--- src/rtl/dma4_pkg.sv ---
package dma4_pkg;
  typedef enum logic [2:0] {
    ST_IDLE, ST_REQ, ST_S1, ST_S2, ST_S3, ST_S4
  } dma_st_e;

  localparam logic [1:0] MD_VERIFY = 2'd0;
  localparam logic [1:0] MD_WRITE  = 2'd1;
  localparam logic [1:0] MD_READ   = 2'd2;

  localparam logic [1:0] FLD_ADDR = 2'd0;
  localparam logic [1:0] FLD_CNT  = 2'd1;
  localparam logic [1:0] FLD_CTRL = 2'd2;
endpackage

--- src/rtl/dma4_prio.sv ---
module dma4_prio #(
  parameter int NCH = 4,
  localparam int IW = $clog2(NCH)
) (
  input  logic [NCH-1:0] req_i,
  output logic [IW-1:0]  idx_o,
  output logic           any_o
);
  // lowest index wins
  always_comb begin
    idx_o = '0;
    for (int i = NCH - 1; i >= 0; i--) begin
      if (req_i[i]) idx_o = IW'(i);
    end
  end
  assign any_o = |req_i;
endmodule

--- src/rtl/dma4_chan.sv ---
module dma4_chan
  import dma4_pkg::*;
#(
  parameter int AW     = 16,
  parameter int CW     = 14,
  parameter bit RELOAD = 1'b0
) (
  input  logic          clk_i,
  input  logic          rst_ni,
  input  logic          wr_sel_i,
  input  logic [1:0]    wr_fld_i,
  input  logic [AW-1:0] wr_data_i,
  input  logic          step_i,
  input  logic [AW-1:0] ld_addr_i,
  input  logic [CW-1:0] ld_cnt_i,
  output logic [AW-1:0] addr_o,
  output logic [CW-1:0] cnt_o,
  output logic          en_o,
  output logic [1:0]    mode_o
);
  logic auto_q;

  always_ff @(posedge clk_i or negedge rst_ni) begin
    if (!rst_ni) begin
      addr_o <= '0;
      cnt_o  <= '0;
      en_o   <= 1'b0;
      mode_o <= MD_VERIFY;
      auto_q <= 1'b0;
    end else if (wr_sel_i) begin
      case (wr_fld_i)
        FLD_ADDR: addr_o <= wr_data_i;
        FLD_CNT:  cnt_o  <= wr_data_i[CW-1:0];
        FLD_CTRL: begin
          en_o   <= wr_data_i[0];
          mode_o <= wr_data_i[2:1];
          auto_q <= wr_data_i[3];
        end
        default: ;
      endcase
    end else if (step_i) begin
      if (cnt_o == '0) begin
        if (RELOAD && auto_q) begin
          addr_o <= ld_addr_i;
          cnt_o  <= ld_cnt_i;
        end else begin
          addr_o <= addr_o + 1'b1;
          en_o   <= 1'b0;
        end
      end else begin
        addr_o <= addr_o + 1'b1;
        cnt_o  <= cnt_o - 1'b1;
      end
    end
  end
endmodule

--- src/rtl/dma4_seq.sv ---
module dma4_seq
  import dma4_pkg::*;
#(
  parameter int NCH = 4,
  localparam int IW = $clog2(NCH)
) (
  input  logic           clk_i,
  input  logic           rst_ni,
  input  logic [NCH-1:0] req_i,
  input  logic [NCH-1:0] drq_i,
  input  logic           hlda_i,
  input  logic [IW-1:0]  win_i,
  input  logic           last_i,
  output dma_st_e        st_o,
  output logic [IW-1:0]  gnt_o
);
  dma_st_e       st_d;
  logic [IW-1:0] gnt_d;
  logic          keep;

  assign keep = hlda_i && drq_i[gnt_o] && !last_i && (|req_i);

  always_comb begin
    st_d  = st_o;
    gnt_d = gnt_o;
    unique case (st_o)
      ST_IDLE: if (|req_i) st_d = ST_REQ;
      ST_REQ: begin
        if (!(|req_i)) st_d = ST_IDLE;
        else if (hlda_i) begin
          st_d  = ST_S1;
          gnt_d = win_i;
        end
      end
      ST_S1: st_d = ST_S2;
      ST_S2: st_d = ST_S3;
      ST_S3: st_d = ST_S4;
      ST_S4: begin
        if (keep) begin
          st_d  = ST_S1;
          gnt_d = win_i; // re-arbitrate between cycles
        end else st_d = ST_IDLE;
      end
      default: st_d = ST_IDLE;
    endcase
  end

  always_ff @(posedge clk_i or negedge rst_ni) begin
    if (!rst_ni) begin
      st_o  <= ST_IDLE;
      gnt_o <= '0;
    end else begin
      st_o  <= st_d;
      gnt_o <= gnt_d;
    end
  end
endmodule

--- src/rtl/dma4_ctrl.sv ---
module dma4_ctrl
  import dma4_pkg::*;
#(
  parameter int NCH      = 4,
  parameter int AW       = 16,
  parameter int CW       = 14,
  parameter int MARK_W   = 7,
  parameter int AUTO_DST = 2,
  parameter int AUTO_SRC = 3,
  localparam int IW = $clog2(NCH),
  localparam int BW = AW / 2
) (
  input  logic           clk_i,
  input  logic           rst_ni,
  input  logic           wr_en_i,
  input  logic [IW-1:0]  wr_ch_i,
  input  logic [1:0]     wr_fld_i,
  input  logic [AW-1:0]  wr_data_i,
  input  logic [NCH-1:0] drq_i,
  output logic [NCH-1:0] dack_o,
  output logic           hrq_o,
  input  logic           hlda_i,
  output logic           aen_o,
  output logic           adstb_o,
  output logic [BW-1:0]  addr_o,
  output logic [BW-1:0]  data_o,
  output logic           data_oe_o,
  output logic           memr_o,
  output logic           memw_o,
  output logic           ior_o,
  output logic           iow_o,
  output logic           tc_o,
  output logic           mark_o
);
  logic [NCH-1:0][AW-1:0] ch_addr;
  logic [NCH-1:0][CW-1:0] ch_cnt;
  logic [NCH-1:0][1:0]    ch_mode;
  logic [NCH-1:0]         ch_en;
  logic [NCH-1:0]         req;
  logic [IW-1:0]          win, gnt;
  logic                   any;
  dma_st_e                st;

  logic [AW-1:0] cur_addr;
  logic [CW-1:0] cur_cnt;
  logic [1:0]    cur_mode;
  logic          in_cyc, ack_ph, rd_ph, wr_ph, last;

  for (genvar i = 0; i < NCH; i++) begin : g_ch
    dma4_chan #(
      .AW(AW), .CW(CW), .RELOAD(i == AUTO_DST)
    ) u_chan (
      .clk_i     (clk_i),
      .rst_ni    (rst_ni),
      .wr_sel_i  (wr_en_i && (wr_ch_i == IW'(i))),
      .wr_fld_i  (wr_fld_i),
      .wr_data_i (wr_data_i),
      .step_i    ((st == ST_S4) && (gnt == IW'(i))),
      .ld_addr_i (ch_addr[AUTO_SRC]),
      .ld_cnt_i  (ch_cnt[AUTO_SRC]),
      .addr_o    (ch_addr[i]),
      .cnt_o     (ch_cnt[i]),
      .en_o      (ch_en[i]),
      .mode_o    (ch_mode[i])
    );
  end

  assign req = drq_i & ch_en;

  dma4_prio #(.NCH(NCH)) u_prio (
    .req_i (req),
    .idx_o (win),
    .any_o (any)
  );

  assign cur_addr = ch_addr[gnt];
  assign cur_cnt  = ch_cnt[gnt];
  assign cur_mode = ch_mode[gnt];
  assign last     = (cur_cnt == '0);

  dma4_seq #(.NCH(NCH)) u_seq (
    .clk_i  (clk_i),
    .rst_ni (rst_ni),
    .req_i  (req),
    .drq_i  (drq_i),
    .hlda_i (hlda_i),
    .win_i  (win),
    .last_i (last),
    .st_o   (st),
    .gnt_o  (gnt)
  );

  assign in_cyc = (st == ST_S1) || ack_ph;
  assign ack_ph = (st == ST_S2) || (st == ST_S3) || (st == ST_S4);
  assign rd_ph  = (st == ST_S2) || (st == ST_S3);
  assign wr_ph  = (st == ST_S3);

  assign hrq_o     = (st != ST_IDLE);
  assign aen_o     = in_cyc;
  assign adstb_o   = (st == ST_S1);
  assign data_oe_o = (st == ST_S1);
  assign data_o    = (st == ST_S1) ? cur_addr[AW-1:BW] : '0;
  assign addr_o    = in_cyc ? cur_addr[BW-1:0] : '0;
  assign dack_o    = ack_ph ? (NCH'(1) << gnt) : '0;

  assign memr_o = rd_ph && (cur_mode == MD_READ);
  assign iow_o  = wr_ph && (cur_mode == MD_READ);
  assign ior_o  = rd_ph && (cur_mode == MD_WRITE);
  assign memw_o = wr_ph && (cur_mode == MD_WRITE);

  assign tc_o   = ack_ph && last;
  assign mark_o = ack_ph && (cur_cnt[MARK_W-1:0] == '0);

  logic unused_any;
  assign unused_any = any;
endmodule

--- config.mk ---
export PLATFORM = sky130hd
export DESIGN_NAME = dma4_ctrl
export DESIGN_NICKNAME = d
export VERILOG_FILES = /design/src/rtl/dma4_pkg.sv /design/src/rtl/dma4_prio.sv /design/src/rtl/dma4_chan.sv /design/src/rtl/dma4_seq.sv /design/src/rtl/dma4_ctrl.sv
export SDC_FILE = /design/constraint.sdc
export NUM_CORES = 1
export LEC_CHECK = 0
export ABC_AREA = 1
export BUFFER_PORTS_ARGS = -buffer_cell sky130_fd_sc_hd__buf_2
export CAP_MARGIN = 25
export CORE_ASPECT_RATIO = 1.5
export CORE_UTILIZATION = 25
export DETAILED_ROUTE_END_ITERATION = 8
export PLACE_DENSITY = 0.51
export SLEW_MARGIN = 20
export SYNTH_ARGS = -nofsm -noshare
export SYNTH_HDL_FRONTEND = slang
export SYNTH_SLANG_ARGS = --single-unit
export TNS_END_PERCENT = 20
--- constraint.sdc ---
create_clock -name clk_i -period 2.4 [get_ports clk_i]
set_clock_uncertainty 0.1 [all_clocks]
set_input_delay 0.12 -clock clk_i [delete_from_list [all_inputs] [get_ports clk_i]]
set_output_delay 0.12 -clock clk_i [all_outputs]
set_load 0.01 [all_outputs]
==> impl_results.md <==
* Outcome: completed
* Post-DRT Antenna Nets at 0
* Yosys cell types at 42
* Yosys reg bits at 138
* Final Core Density at 0.2993
* Leakage at 5.616 nW
* Top cells by area, synth: dfrtp_1 36%, nand2_1 15%, nor2_1 9.5%
* Leading cell type in the layout, fill and taps excluded: nand2_1
* GRT Util Overall at 0.1958
* Max cap viols at 0
* Syn_area_per_cell at 6.475 um^2
* Peak VDD IR at 418.3 uV
* Final weighted congestion in routability-driven placement at 0.8896
* Vias in the first global route at 10199
* DP HPWL at 29520 um
* Worst-skew pair later-pin latency at 0.45 ns
* Share of layout cells above drive strength 1 at 0.1085
* CP startpoint kind: flip-flop
* Vias per cell at 4.988
* Area Growth Syn to Fin at 18.41%
* Crit path cell chain: inv_1 -> nand3_1 -> inv_1 -> nor2_1 -> inv_2 -> nor2_4 -> a31oi_1 -> buf_2
* Ant. Diodes at 0
* Ports at 58
* Reg-to-reg startpoint: u_seq.gnt_o[1]
* GRT overflow at 0
* Fmax at 431.4 MHz
* Ys flop type: dfrtp_1
* Fin Setup TNS at 0 ns
* Path type of the worst min-delay path: in2reg
* Initial Utilization at 0.2528
* Worst Reg-to-Reg Cells at 8
* CTS tree: done
* DRC viols at 0
* Top-area cell type share of the netlist area at 0.3555
* Top Layer Used: met4
* Syn Std Cell Area at 9713 um^2
* FF-to-FF End: g_ch[1].u_chan.addr_o[3]
* Post-Route WL at 37920 um
* Chip Height at 243.4 um
* IO Port Bufs at 57
* Syn nets at 1537
* H-tree levels at 4
* Total number of vias at 10419
* Slew headroom at 0.3554
* CP max FO at 5
* Number of synthesized flops with an enable pin at 0
* Seq/Total Area, Yosys at 0.3555
* Inserted Clock Buffers at 17
* Final period util at 0.9659
* 1st-iter DRT viols at 736
* WHS at 0.01197 ns
* Max-slew violations at 0
* Final WS setup at 0.08174 ns
* # rows at 88
* Clk sink count at 138
* Setup crit start: u_seq.st_o[1]
* Reg clk slew, reported paths at 0.06 ns
* Largest stage delay, worst path at 0.41 ns
* Most used cell, CP: inv_1
* Post-route design area at 11500 um^2
* Final min period at 2.318 ns
* Most frequent cells in the layout: 399 x nand2_1, 239 x nor2_1, 162 x inv_1
* Worst setup path end: addr_o[5]
* Final Hold Viols at 0
* Crit Path Class: reg2out
* Post-Synthesis Cells at 1500
* Slew @ Worst Pin at 0.9668 ns
* Critical path endpoint category: output pin
* Met2 wire len at 19390 um
* Routed len/inst at 18.15 um
* CTS Root Cell: clkbuf_16
* Placed cell areas at 10690 um^2
* Post-synthesis async set-or-reset flop share at 1.000
* Synth area leader: dfrtp_1
* Die W at 162.9 um
* Yosys warning count at 0
* CP arrival at 2.10 ns
* R2r setup slk at 0.14 ns
* First-pass DRT Iterations at 6
* Met3 WL at 1652 um
* First-pass GRT wire length at 58020 um
* RSZ-0062 raised after global routing: yes
* Power per Cell Area at 1134 nW/um^2
* Wire length on met1 at 14140 um
* Area of the core at 38430 um^2
* Clk buf depth at 2
* DIE AREA at 39660 um^2
* Largest net degree at the start of global routing at 57
* Worst EP required at 2.18 ns
* Nets at 1619
* Critical-path top delay cell: dfrtp_1
* Place WS at 0.08516 ns
* Initial antenna violation count at 0
* Number of setup violations in the final report at 0
## power breakdown
part,switching [mW],internal [mW]
registers,1.23,3.27
logic,3.74,2.18
clock network,1.08,1.52
total,6.06,6.98
## sequential cells by signal, summed over array words and instances (netlist names)
name / cells
u_seq.gnt_o: 2
g_ch.u_chan.auto_q: 1
g_ch.u_chan.addr_o: 64
g_ch.u_chan.mode_o: 8
g_ch.u_chan.en_o: 4
u_seq.st_o: 3
g_ch.u_chan.cnt_o: 56
## logic make-up after synthesis
kind of cell               share of synthesized area
DFF                                           0.3555
AOI/OAI and AO/OA                             0.1758
xor gates and xnor gates                     0.02164
adders and majority gates                    0.01159
and+or+nand+nor                               0.3433
buffers and inverters                        0.09210
## layout make-up
type | instances | area (um^2)
tap | 495 | 619.3
inverter | 174 | 655.6
multi-input combinational | 1141 | 5454
timing repair buffer | 110 | 758.2
clock inverter | 7 | 66.31
clock buffer | 24 | 491.7
fill | 4237 | 26930
sequential | 138 | 3456
## cell usage after synthesis (4+ instances only)
cell / n
nand2_1: 400
nor2_1: 245
inv_1: 164
dfrtp_1: 138
o21ai_0: 133
nand3_1: 92
a21oi_1: 60
a31oi_1: 33
nor3_1: 33
a22oi_1: 19
xor2_1: 18
nand4_1: 17
buf_2: 16
clkbuf_1: 16
o211ai_1: 14
o22ai_1: 14
a221oi_1: 9
ha_1: 9
buf_1: 8
inv_2: 8
nand3b_1: 6
xnor2_1: 6
buf_4: 5
nand2_2: 4
## worst max-delay path: cells and delay by family (launching register included)
kind	cells	cell delay (ns)
AOI/OAI and AO/OA	1	0.25
DFF	1	0.41
and+or+nand+nor	3	0.32
buffers and inverters	4	0.66
## stage by stage
stage	instances	power, mW
after global routing	2089	14.11
after global placement	2043	10.10
final	2089	13.04
after floorplan	1500	8.180
after detailed placement	2043	10.19
after CTS	2087	12.89
## repair_timing
action / CTS / global route
gates cloned: 0 / 1
gates resized for setup: 7 / 24
hold endpoints to repair: 71 / 0
endpoints found under the setup margin: 14 / 42
pin swaps: 0 / 1
setup buffers: 0 / 1
hold buffers: 13 / 0
## how the worst min path moves through the flow
stage	cells past startpoint	endpoint	startpoint
4_1_cts	3	g_ch[3].u_chan.addr_o[4]	wr_data_i[4]
2_1_floorplan	0	g_ch[0].u_chan.addr_o[0]	rst_ni
5_1_grt	3	g_ch[3].u_chan.addr_o[6]	wr_data_i[6]
3_5_place_dp	1	g_ch[0].u_chan.addr_o[10]	rst_ni
3_3_place_gp	1	g_ch[0].u_chan.addr_o[11]	rst_ni
6_report	3	g_ch[3].u_chan.cnt_o[6]	wr_data_i[6]
## metal layers
layer	track usage	vias up
li1	-	5079
met3	0.03047	105
met1	0.2096	4936
met4	0.1418	0
met2	0.3449	299
met5	0	-
Power figures use the tool's default switching activity.
